### src/rtl/pnl_seq_pkg.sv
package pnl_seq_pkg;

  typedef enum logic [2:0] {
    ST_OFF      = 3'd0,
    ST_SUP_WAIT = 3'd1,
    ST_DAT_WAIT = 3'd2,
    ST_ON       = 3'd3,
    ST_BL_WAIT  = 3'd4,
    ST_DOF_WAIT = 3'd5
  } seq_st_t;

  // enable vector is {backlight, data, supply}
  function automatic logic [2:0] en_of(seq_st_t st);
    case (st)
      ST_SUP_WAIT: en_of = 3'b001;
      ST_DAT_WAIT: en_of = 3'b011;
      ST_ON:       en_of = 3'b111;
      ST_BL_WAIT:  en_of = 3'b011;
      ST_DOF_WAIT: en_of = 3'b001;
      default:     en_of = 3'b000;
    endcase
  endfunction

  function automatic logic is_wait(seq_st_t st);
    is_wait = (st == ST_SUP_WAIT) || (st == ST_DAT_WAIT) ||
              (st == ST_BL_WAIT)  || (st == ST_DOF_WAIT);
  endfunction

endpackage

### src/rtl/pnl_seq_timer.sv
module pnl_seq_timer #(
  parameter int DLY_W = 16
) (
  input  logic             clk,
  input  logic             rst_n,
  input  logic             load,
  input  logic [DLY_W-1:0] load_val,
  input  logic             tick,
  output logic             expired
);

  logic [DLY_W-1:0] cnt_q;
  logic [DLY_W-1:0] cnt_d;
  logic             cnt_en;

  always_comb begin
    cnt_en = load || (tick && (cnt_q != '0));
    cnt_d  = load ? load_val : (cnt_q - 1'b1);
  end

  always_ff @(posedge clk or negedge rst_n) begin
    if (!rst_n)      cnt_q <= '0;
    else if (cnt_en) cnt_q <= cnt_d;
  end

  assign expired = (cnt_q == '0);

  // a running wait moves only on a tick
  p_hold_no_tick_r2: assert property (@(posedge clk) disable iff (!rst_n)
    (!load && !tick) |=> $stable(cnt_q));

  // a load takes the programmed value, zero included
  p_load_value_r4: assert property (@(posedge clk) disable iff (!rst_n)
    load |=> (cnt_q == $past(load_val)));

endmodule

### src/rtl/pnl_seq_fsm.sv
module pnl_seq_fsm
  import pnl_seq_pkg::*;
(
  input  logic    clk,
  input  logic    rst_n,
  input  logic    req,
  input  logic    expired,
  output seq_st_t st_q,
  output seq_st_t st_d,
  output logic    load
);

  always_comb begin
    st_d = st_q;
    case (st_q)
      ST_OFF:      if (req) st_d = ST_SUP_WAIT;
      ST_SUP_WAIT: if (!req) st_d = ST_DOF_WAIT;
                   else if (expired) st_d = ST_DAT_WAIT;
      ST_DAT_WAIT: if (!req) st_d = ST_BL_WAIT;
                   else if (expired) st_d = ST_ON;
      ST_ON:       if (!req) st_d = ST_BL_WAIT;
      ST_BL_WAIT:  if (expired) st_d = ST_DOF_WAIT;
      ST_DOF_WAIT: if (expired) st_d = ST_OFF;
      default:     st_d = ST_OFF;
    endcase
    load = (st_d != st_q) && is_wait(st_d);
  end

  always_ff @(posedge clk or negedge rst_n) begin
    if (!rst_n) st_q <= ST_OFF;
    else        st_q <= st_d;
  end

  // once power-down started, it never turns back toward power-up
  p_no_reversal_r7: assert property (@(posedge clk) disable iff (!rst_n)
    (st_q == ST_BL_WAIT) |=> (st_q == ST_BL_WAIT || st_q == ST_DOF_WAIT));

  // a low request in the on state leaves it on the next edge
  p_leave_on_r3: assert property (@(posedge clk) disable iff (!rst_n)
    (st_q == ST_ON && !req) |=> (st_q == ST_BL_WAIT));

endmodule

### src/rtl/pnl_seq_out.sv
module pnl_seq_out
  import pnl_seq_pkg::*;
(
  input  logic    clk,
  input  logic    rst_n,
  input  seq_st_t st_q,
  input  seq_st_t st_d,
  output logic    supply_en,
  output logic    data_en,
  output logic    bklt_en,
  output logic    ready,
  output logic    busy
);

  logic [2:0] en_d;
  logic       upd;

  always_comb begin
    en_d = en_of(st_d);
    upd  = (st_d != st_q);
  end

  always_ff @(posedge clk or negedge rst_n) begin
    if (!rst_n) begin
      {bklt_en, data_en, supply_en} <= 3'b000;
      ready <= 1'b0;
      busy  <= 1'b0;
    end else if (upd) begin
      {bklt_en, data_en, supply_en} <= en_d;
      ready <= (st_d == ST_ON);
      busy  <= is_wait(st_d);
    end
  end

  // dependency between enables
  p_data_needs_supply_r9: assert property (@(posedge clk) disable iff (!rst_n)
    data_en |-> supply_en);
  p_bklt_needs_data_r9: assert property (@(posedge clk) disable iff (!rst_n)
    bklt_en |-> data_en);

  // status agrees with enables
  p_ready_all_on_r8: assert property (@(posedge clk) disable iff (!rst_n)
    ready |-> (supply_en && data_en && bklt_en));
  p_busy_excl_r8: assert property (@(posedge clk) disable iff (!rst_n)
    !(busy && ready));

  // backlight rises only after data was already on
  p_bklt_after_data_r2: assert property (@(posedge clk) disable iff (!rst_n)
    $rose(bklt_en) |-> $past(data_en));

  // supply falls only after data was already off
  p_supply_after_data_r3: assert property (@(posedge clk) disable iff (!rst_n)
    $fell(supply_en) |-> !$past(data_en));

endmodule

### src/rtl/pnl_pwr_seq.sv
module pnl_pwr_seq
  import pnl_seq_pkg::*;
#(
  parameter int DLY_W = 16
) (
  input  logic             clk,
  input  logic             rst_n,
  input  logic             pwr_req,
  input  logic             ms_tick,
  input  logic [DLY_W-1:0] on_dly_a,
  input  logic [DLY_W-1:0] on_dly_b,
  input  logic [DLY_W-1:0] off_dly_a,
  input  logic [DLY_W-1:0] off_dly_b,
  output logic             supply_en,
  output logic             data_en,
  output logic             bklt_en,
  output logic             ready,
  output logic             busy
);

  logic [1:0]       rst_sync_q;
  logic             rst_s_n;
  seq_st_t          st_q;
  seq_st_t          st_d;
  logic             load;
  logic             expired;
  logic [DLY_W-1:0] dly_sel;

  always_ff @(posedge clk or negedge rst_n) begin
    if (!rst_n) rst_sync_q <= 2'b00;
    else        rst_sync_q <= {rst_sync_q[0], 1'b1};
  end
  assign rst_s_n = rst_sync_q[1];

  always_comb begin
    case (st_d)
      ST_SUP_WAIT: dly_sel = on_dly_a;
      ST_DAT_WAIT: dly_sel = on_dly_b;
      ST_BL_WAIT:  dly_sel = off_dly_a;
      ST_DOF_WAIT: dly_sel = off_dly_b;
      default:     dly_sel = '0;
    endcase
  end

  pnl_seq_fsm u_fsm (
    .clk     (clk),
    .rst_n   (rst_s_n),
    .req     (pwr_req),
    .expired (expired),
    .st_q    (st_q),
    .st_d    (st_d),
    .load    (load)
  );

  pnl_seq_timer #(.DLY_W(DLY_W)) u_timer (
    .clk      (clk),
    .rst_n    (rst_s_n),
    .load     (load),
    .load_val (dly_sel),
    .tick     (ms_tick),
    .expired  (expired)
  );

  pnl_seq_out u_out (
    .clk       (clk),
    .rst_n     (rst_s_n),
    .st_q      (st_q),
    .st_d      (st_d),
    .supply_en (supply_en),
    .data_en   (data_en),
    .bklt_en   (bklt_en),
    .ready     (ready),
    .busy      (busy)
  );

endmodule

### config.mk
export PLATFORM = sky130hd
export DESIGN_NAME = pnl_pwr_seq
export DESIGN_NICKNAME = d
export VERILOG_FILES = /design/src/rtl/pnl_seq_pkg.sv /design/src/rtl/pnl_seq_timer.sv /design/src/rtl/pnl_seq_fsm.sv /design/src/rtl/pnl_seq_out.sv /design/src/rtl/pnl_pwr_seq.sv
export SDC_FILE = /design/constraint.sdc
export NUM_CORES = 1
export LEC_CHECK = 0
export BUFFER_PORTS_ARGS = -buffer_cell sky130_fd_sc_hd__buf_4
export CORE_ASPECT_RATIO = 0.8
export CORE_MARGIN = 2
export CORE_UTILIZATION = 49
export DETAILED_ROUTE_END_ITERATION = 8
export PLACE_DENSITY = 0.77
export SYNTH_ARGS = -nofsm -noshare
export SYNTH_HDL_FRONTEND = slang
export SYNTH_HIERARCHICAL = 1
export SYNTH_SLANG_ARGS = --single-unit
export TNS_END_PERCENT = 30
### constraint.sdc
create_clock -name clk -period 1.33 [get_ports clk]
set_clock_uncertainty 0.05 [all_clocks]
set_input_delay 0.0665 -clock clk [delete_from_list [all_inputs] [get_ports clk]]
set_output_delay 0.0665 -clock clk [all_outputs]
set_load 0.05 [all_outputs]
==> summary.md, run 1 <==
| Metric | Value |
|---|---|
| # diodes | `0` |
| Sequential share of power | `27.4%` |
| Synth async-reset ratio | `between 90% and 100%` |
| Initial antenna violation count | `0` |
| Final core utilization | `between 80% and 90%` |
| Synthesized cell area | `0.002341 mm²` |
| Clk root buf | `clkbuf_8` |
| MaxCap Viol Count | `0` |
| Sequential area share after synthesis | `a little over a quarter` |
| Minimum clock period | `2827 ps` |
| Syn Nets | `314` |
| Io pins | `73` |
| Top FF cell, synth | `dfrtp_1` |
| DRT Wirelength | `8049 µm` |
| Fillcell total | `303` |
| Area growth, synth to finish | `57.19%` |
| Port bufs | `72` |
| Post-Layout Cell Count | `444` |
| Remaining DRCs | `0` |
| Placement Cell Area | `0.003455 mm²` |
| Outcome | `finished with violations` |
| DP Cell Count | `431` |
| Post-synth top cells | `nand4bb_1, dfrtp_1, mux2i_1, nor2_1, clkbuf_1` |
| Fin. max-slew vios | `0` |
| RSZ-0062 raised after global routing | `true` |
| CTS Buf Count | `3` |
| Max IR drop VDD | `0.8547 mV` |
| Clk_lat worst skew | `280 ps` |
| Max clock buf depth | `2` |
| Critical Path End Type | `flop` |
| WP data required | `1450 ps` |
| GRT Total Usage | `28.71%` |
| Switch Pwr | `approximately 1700 µW` |
| Largest net degree at the start of global routing | `26` |
| Worst-path fanout max | `7` |
| CP max-delay cell | `or4_4` |
| Clock share of power | `between 10% and 20%` |
| Max Freq | `353.8 MHz` |
| Post-DRT Antenna Nets | `0` |
| Pwr/cell area | `~1200 mW/mm²` |
| #FFs+latches synth | `25` |
| Reg clk slew, reported paths | `100 ps` |
| P_leak | `around 0.0017 µW` |
| Fin. Hold Viols | `0` |
| Post-route design area | `0.003680 mm²` |
| Post-synthesis cell count | `245` |
| Internal | `2692 µW` |
| Top-area cell type share of the netlist area | `26.72%` |
| Die H | `65.82 µm` |
| DRT iter0 DRCs | `approximately 200` |
| Post-synth cell types | `52` |
| Core ar. | `0.004597 mm²` |
| Worst min-delay path category | `primary input to asynchronous set/reset pin` |
| FF-to-FF path depth | `14` |
| Grt ovf | `0` |
| Sw Ratio | `38.79%` |
| Vias per Instance | `6.074` |
| Post-synth EDFFs | `0` |
| Routed WL per cell | `18.13 µm` |
| Drt pass-1 iters | `4` |
| CTS tree | `built` |
| Chip Width | `81.28 µm` |
| Die area | `0.005350 mm²` |
| Total negative slack | `-30280 ps` |
| Most instantiated library cell after synthesis | `nand4bb_1` |
| Area contributors post-synth | `dfrtp_1, nand4bb_1, mux2i_1` |
| Max H-tree Level | `1` |
| Nets | `454` |
| Share of layout cells above drive strength 1 | `51.04%` |
| First-pass GRT wire length | `11990 µm` |
| Sinks on Clock Net | `25` |
| Synth area leader | `dfrtp_1` |
| Setup WS post-layout | `-1497 ps` |
| Initial Utilization | `between 50% and 60%` |
| Place WS | `-1421 ps` |
| Setup violators final | `23` |
| Arr. time, crit path | `roughly 3000 ps` |
| DP Wirelength | `5780 µm` |
| Yosys warns | `6` |
| Syn Area/Cell | `about 9.6 µm²` |
| Vias in the first global route | `2588` |
| Largest stage delay on the critical path | `560 ps` |
| Combinational Power Share | `61.1%` |
| CP Cell Sequence | `or4_4, nor4_4, and2_4, o21a_1, o21bai_1, nand4_1, buf_6, buf_12, buf_6, mux2i_1, o211ai_1, nand2_1, o21a_1, o41ai_1` |
| Worst Setup Path Type | `flop to flop` |
| CP Launch Type | `flop` |
| Final period util | `212.5%` |
| Failing checks | `negative setup slack` |
| Vias | `between 2000 and 3000` |
| Cell Rows | `22` |
| RD Place Congestion | `about 0.85` |
-- stage by stage --
| step | total power (µW) | hold slack [ps] |
|---|---|---|
| 2_1_floorplan | 2493 | -279.1 |
| 3_5_place_dp | 3632 | -199.5 |
| 6_report | 4399 | 38.39 |
| 4_1_cts | 4175 | 26.52 |
| 5_1_grt | 4634 | 39.94 |
| 3_3_place_gp | 3543 | -200.2 |
-- final timing paths --
check,end,startpoint,slack [ps]
max,u_timer/cnt_q[9],u_timer/cnt_q[7],-1500
min,rst_sync_q[1],rst_n,40
max reg2reg,u_timer/cnt_q[9],u_timer/cnt_q[7],-1500
min reg2reg,u_out/bklt_en,rst_sync_q[1],90
max in group asynchronous,u_timer/cnt_q[6],rst_sync_q[1],690
min in group clk,u_timer/cnt_q[0],ms_tick,150
-- worst max-delay path, delay by kind of cell, from the launching register on --
| kind | cells | cell delay (ps) |
|---|---|---|
| AO/OA/AOI/OAI | 5 | 500 |
| buffers and inverters | 3 | 380 |
| flip-flops | 1 | 410 |
| multiplexers | 1 | 240 |
| AND/OR/NAND/NOR | 5 | 1150 |
-- power by group through the flow --
stage / clock network (µW) / registers, µW / logic (µW)
after CTS: 513 / 1190 / 2470
after global routing: 543 / 1230 / 2860
after detailed placement: 0 / 1200 / 2430
final: 504 / 1210 / 2690
after global placement: 0 / 1190 / 2360
after floorplan: 0 / 1310 / 1180
-- cells by family (layout without fill, tap and decap cells) --
logic type	Yosys count	after routing	synth area share [%]
AO/OA/AOI/OAI	61	61	20.68
adder cells (fa/ha/maj)	1	1	0.5344
XOR/XNOR	3	3	1.443
AND/OR/NAND/NOR	105	105	33.30
other	1	1	0.1602
multiplexers	22	22	9.674
flip-flops	25	25	26.72
buffers and inverters	27	166	7.483
-- timing repair --
| item | CTS | global route |
|---|---|---|
| gates cloned | 0 | 2 |
| hold buffers | 1 | 0 |
| gates resized for setup | 8 | 12 |
| hold endpoints to repair | 2 | 0 |
| pin swaps | 3 | 5 |
| setup buffers | 1 | 5 |
| setup endpoints to repair | 23 | 23 |
-- area by class of cell --
cell class	count	area, µm²	share of cell area, %
Timing Repair Buffer	159	1295	35.19
Clock buffer	3	41.29	1.122
Multi-Input combinational cell	193	1623	44.10
Sequential cell	25	625.6	17.00
Inverter	3	11.26	0.3060
Tap cell	60	75.07	2.040
Clock inverter	1	8.758	0.2380
-- sequential cells by signal, summed over array words and instances (netlist names) --
| signal | flops |
|---|---|
| u_out/data_en | 1 |
| u_fsm/st_q | 3 |
| u_timer/cnt_q | 16 |
| rst_sync_q | 2 |
| u_out/bklt_en | 1 |
| u_out/supply_en | 1 |
| u_out/busy | 1 |
-- layer usage --
metal | part of all wire, % | routed length (µm) | vias to the layer above | GRT usage, %
met5 | 0 | 0 | - | 0
met4 | 2.4 | 197 | 0 | 4.025
met3 | 4.4 | 355 | 21 | 4.918
met2 | 53 | 4241 | 83 | 53.79
met1 | 40 | 3254 | 1339 | 34.85
li1 | - | - | 1254 | -
-- cells in the final DEF (no fill, tap or decap), drive strengths merged, types with 6 or more instances in the layout --
cell type,count
nor2,17
dfrtp,25
nand4bb,33
o31ai,6
a31oi,8
nand2,11
nor3,6
mux2i,17
buf,156
o21ai,7
o211ai,19
or4,9
No activity file was read; power rests on OpenSTA's default activity.
==> run 2: changes to the inputs <==
==> constraint.sdc (replaced) <==
create_clock -name clk -period 3.6 [get_ports clk]
set_clock_uncertainty 0.05 [all_clocks]
set_input_delay 0.18 -clock clk [delete_from_list [all_inputs] [get_ports clk]]
set_output_delay 0.18 -clock clk [all_outputs]
set_load 0.05 [all_outputs]
==> run 2 against run 1 <==
Effect of this change: the run now ends clean; clock power down 65%; non-clock buffer count decreased by 81; cell count shrank 18%; setup slack improved by 1800 ps; critical endpoint is now u_timer/cnt_q[13]; largest power group unchanged; highest routed layer unchanged.
==> summary.md, run 2 (same netlist as run 1, synthesis figures left out) <==
| Metric | Value |
|---|---|
| CTS resizes | `0 (was 8)` |
| Top flop regs | `u_timer/cnt_q: 16 flops, u_fsm/st_q: 3 flops, rst_sync_q: 2 flops (unchanged)` |
| Worst min-delay path category | `primary input to asynchronous set/reset pin (unchanged)` |
| CTS Buf Count | `3 (unchanged)` |
| R2R setup slack | `280 ps (was -1500 ps)` |
| Worst Setup Path Type | `flop to flop (unchanged)` |
| DP Wirelength | `4458 µm (was 5780 µm)` |
| Fin. max-slew vios | `0 (unchanged)` |
| Post-DRT Antenna Nets | `0 (unchanged)` |
| Largest net degree at the start of global routing | `55 (was 26)` |
| Chip Width | `81.28 µm (unchanged)` |
| Initial antenna violation count | `0 (unchanged)` |
| Setup bufs post-CTS | `0 (was 1)` |
| P_leak | `0.001236 µW (was 0.001651 µW)` |
| Critical Path End Type | `flop (unchanged)` |
| MaxCap Viol Count | `0 (unchanged)` |
| Worst slew pin tran | `1141 ps` |
| Final period util | `92.09% (was 212.5%)` |
| Remaining DRCs | `0 (unchanged)` |
| RSZ-0062 raised after global routing | `false (was true)` |
| Share of layout cells above drive strength 1 | `33.88% (was 51.04%)` |
| CTS tree | `built (unchanged)` |
| Routed WL per cell | `17.21 µm (was 18.13 µm)` |
| Final core utilization | `64.02% (was 80.05%)` |
| Fillcell total | `393 (was 303)` |
| Minimum clock period | `3315 ps (was 2827 ps)` |
| DRT iter0 DRCs | `172 (was 201)` |
| Fin Hold WS | `165.1 ps (was 38.39 ps)` |
| Worst-path fanout max | `20 (was 7)` |
| Vias per Instance | `6.231 (was 6.074)` |
| Max IR drop VDD | `0.2304 mV (was 0.8547 mV)` |
| Nets | `374 (was 454)` |
| Vias | `2268 (was 2697)` |
| Clk_lat worst skew | `270 ps (was 280 ps)` |
| DRT Wirelength | `6263 µm (was 8049 µm)` |
| RD Place Congestion | `0.8301 (was 0.8512)` |
| Max Freq | `301.6 MHz (was 353.8 MHz)` |
| Fin. Hold Viols | `0 (unchanged)` |
| Cell Rows | `22 (unchanged)` |
| Reg clk slew, reported paths | `90 ps (was 100 ps)` |
| Max clock buf depth | `2 (unchanged)` |
| Outcome | `completed (was finished with violations)` |
| Total negative slack | `0 ps (was -30280 ps)` |
| # diodes | `0 (unchanged)` |
| CP Launch Type | `flop (unchanged)` |
| Slew HR | `23.50%` |
| Most common cell after layout, fill and taps aside | `buf_4 (unchanged)` |
| Number of flip-flops under the largest register name | `16 (unchanged)` |
| Arr. time, crit path | `3430 ps (was 2950 ps)` |
| GRT Total Usage | `24.57% (was 28.71%)` |
| Top reg by flops | `u_timer/cnt_q (unchanged)` |
| Initial Utilization | `50.93% (unchanged)` |
| Grt ovf | `0 (unchanged)` |
| First-pass GRT wire length | `10320 µm (was 11990 µm)` |
| Area growth, synth to finish | `25.71% (was 57.19%)` |
| Pwr/cell area | `424.5 mW/mm² (was 1195 mW/mm²)` |
| Die H | `65.82 µm (unchanged)` |
| Port bufs | `72 (unchanged)` |
| Most frequent cells in the layout | `buf_4, nand4bb_1, dfrtp_1 (unchanged)` |
| Io pins | `73 (unchanged)` |
| Vias in the first global route | `2198 (was 2588)` |
| Setup violators final | `0 (was 23)` |
| Sinks on Clock Net | `25 (unchanged)` |
| Die area | `0.005350 mm² (unchanged)` |
| Core ar. | `0.004597 mm² (unchanged)` |
| WP data required | `3710 ps (was 1450 ps)` |
| Clk root buf | `clkbuf_8 (unchanged)` |
| Max H-tree Level | `1 (unchanged)` |
| Drt pass-1 iters | `4 (unchanged)` |
[run 2: cell types whose count changed in the layout (fill, tap and decap cells not counted), moves of 2 or more]
cell and delta:
clkbuf_16 -2, buf_6 -7, mux2i_1 +4, nor2_1 +3
o21ai_1 -2, o21ai_0 +2, buf_4 -71, mux2i_2 -3
nor2_2 -3
[run 2: area by class of cell]
class | instances | area (µm²) | area share (%)
clock buffers | 3 | 41.29 | 1.403
inverters | 3 | 11.26 | 0.3827
multi-input cells | 194 | 1569 | 53.32
clock inverters | 1 | 7.507 | 0.2551
flip-flops and latches | 25 | 625.6 | 21.26
repair buffers | 78 | 613.1 | 20.83
well taps | 60 | 75.07 | 2.551
[run 2: what timing repair did]
| action | CTS | global route |
|---|---|---|
| setup endpoints to repair | 0 | 3 |
| endpoints found under the hold margin | 2 | 0 |
| hold buffers | 1 | 0 |
[run 2: worst paths after layout]
check / from / endpoint / depth (start not counted)
setup reg to reg: u_timer/cnt_q[7] / u_timer/cnt_q[13] / 11
setup / recovery: u_timer/cnt_q[7] / u_timer/cnt_q[13] / 11
hold reg to reg: rst_sync_q[0] / rst_sync_q[1] / 0
hold / removal: rst_n / rst_sync_q[0] / 2
max in group asynchronous: rst_sync_q[1] / u_timer/cnt_q[12] / 0
min in group clk: ms_tick / u_timer/cnt_q[0] / 3
[run 2: worst max-delay path, cell delays in order (launching register included)]
cell	delay (ps)
dfrtp_1	440
or4_1	640
nor4_1	210
buf_4	170
and2_1	250
a21oi_1	130
nand2_1	190
o31ai_4	210
nand2b_1	120
buf_4	260
o211ai_1	150
a221o_1	370
[run 2: metrics by stage]
step | setup WS (ps) | instance area (µm²) | std cells | total power [µW]
after global placement | 441.3 | 2872 | 358 | 1050
final | 284.8 | 2943 | 364 | 1249
after global routing | 17.06 | 2943 | 364 | 1342
after floorplan | 320.0 | 2341 | 245 | 906.9
after detailed placement | 324.3 | 2872 | 358 | 1061
after CTS | 295.1 | 2930 | 363 | 1240
[run 2: power by group]
part           switching, µW  internal, µW
logic                    282           290
clock network           95.1          78.6
registers                128           376
total                    505           744
[run 2: metal layers]
layer / vias to the layer above / part of all wire (%) / track usage, %
met5: - / 0 / 0
met4: 0 / 1.2 / 3.814
met3: 8 / 6.4 / 4.372
met2: 83 / 49 / 42.32
met1: 1084 / 44 / 32.76
li1: 1093 / - / -
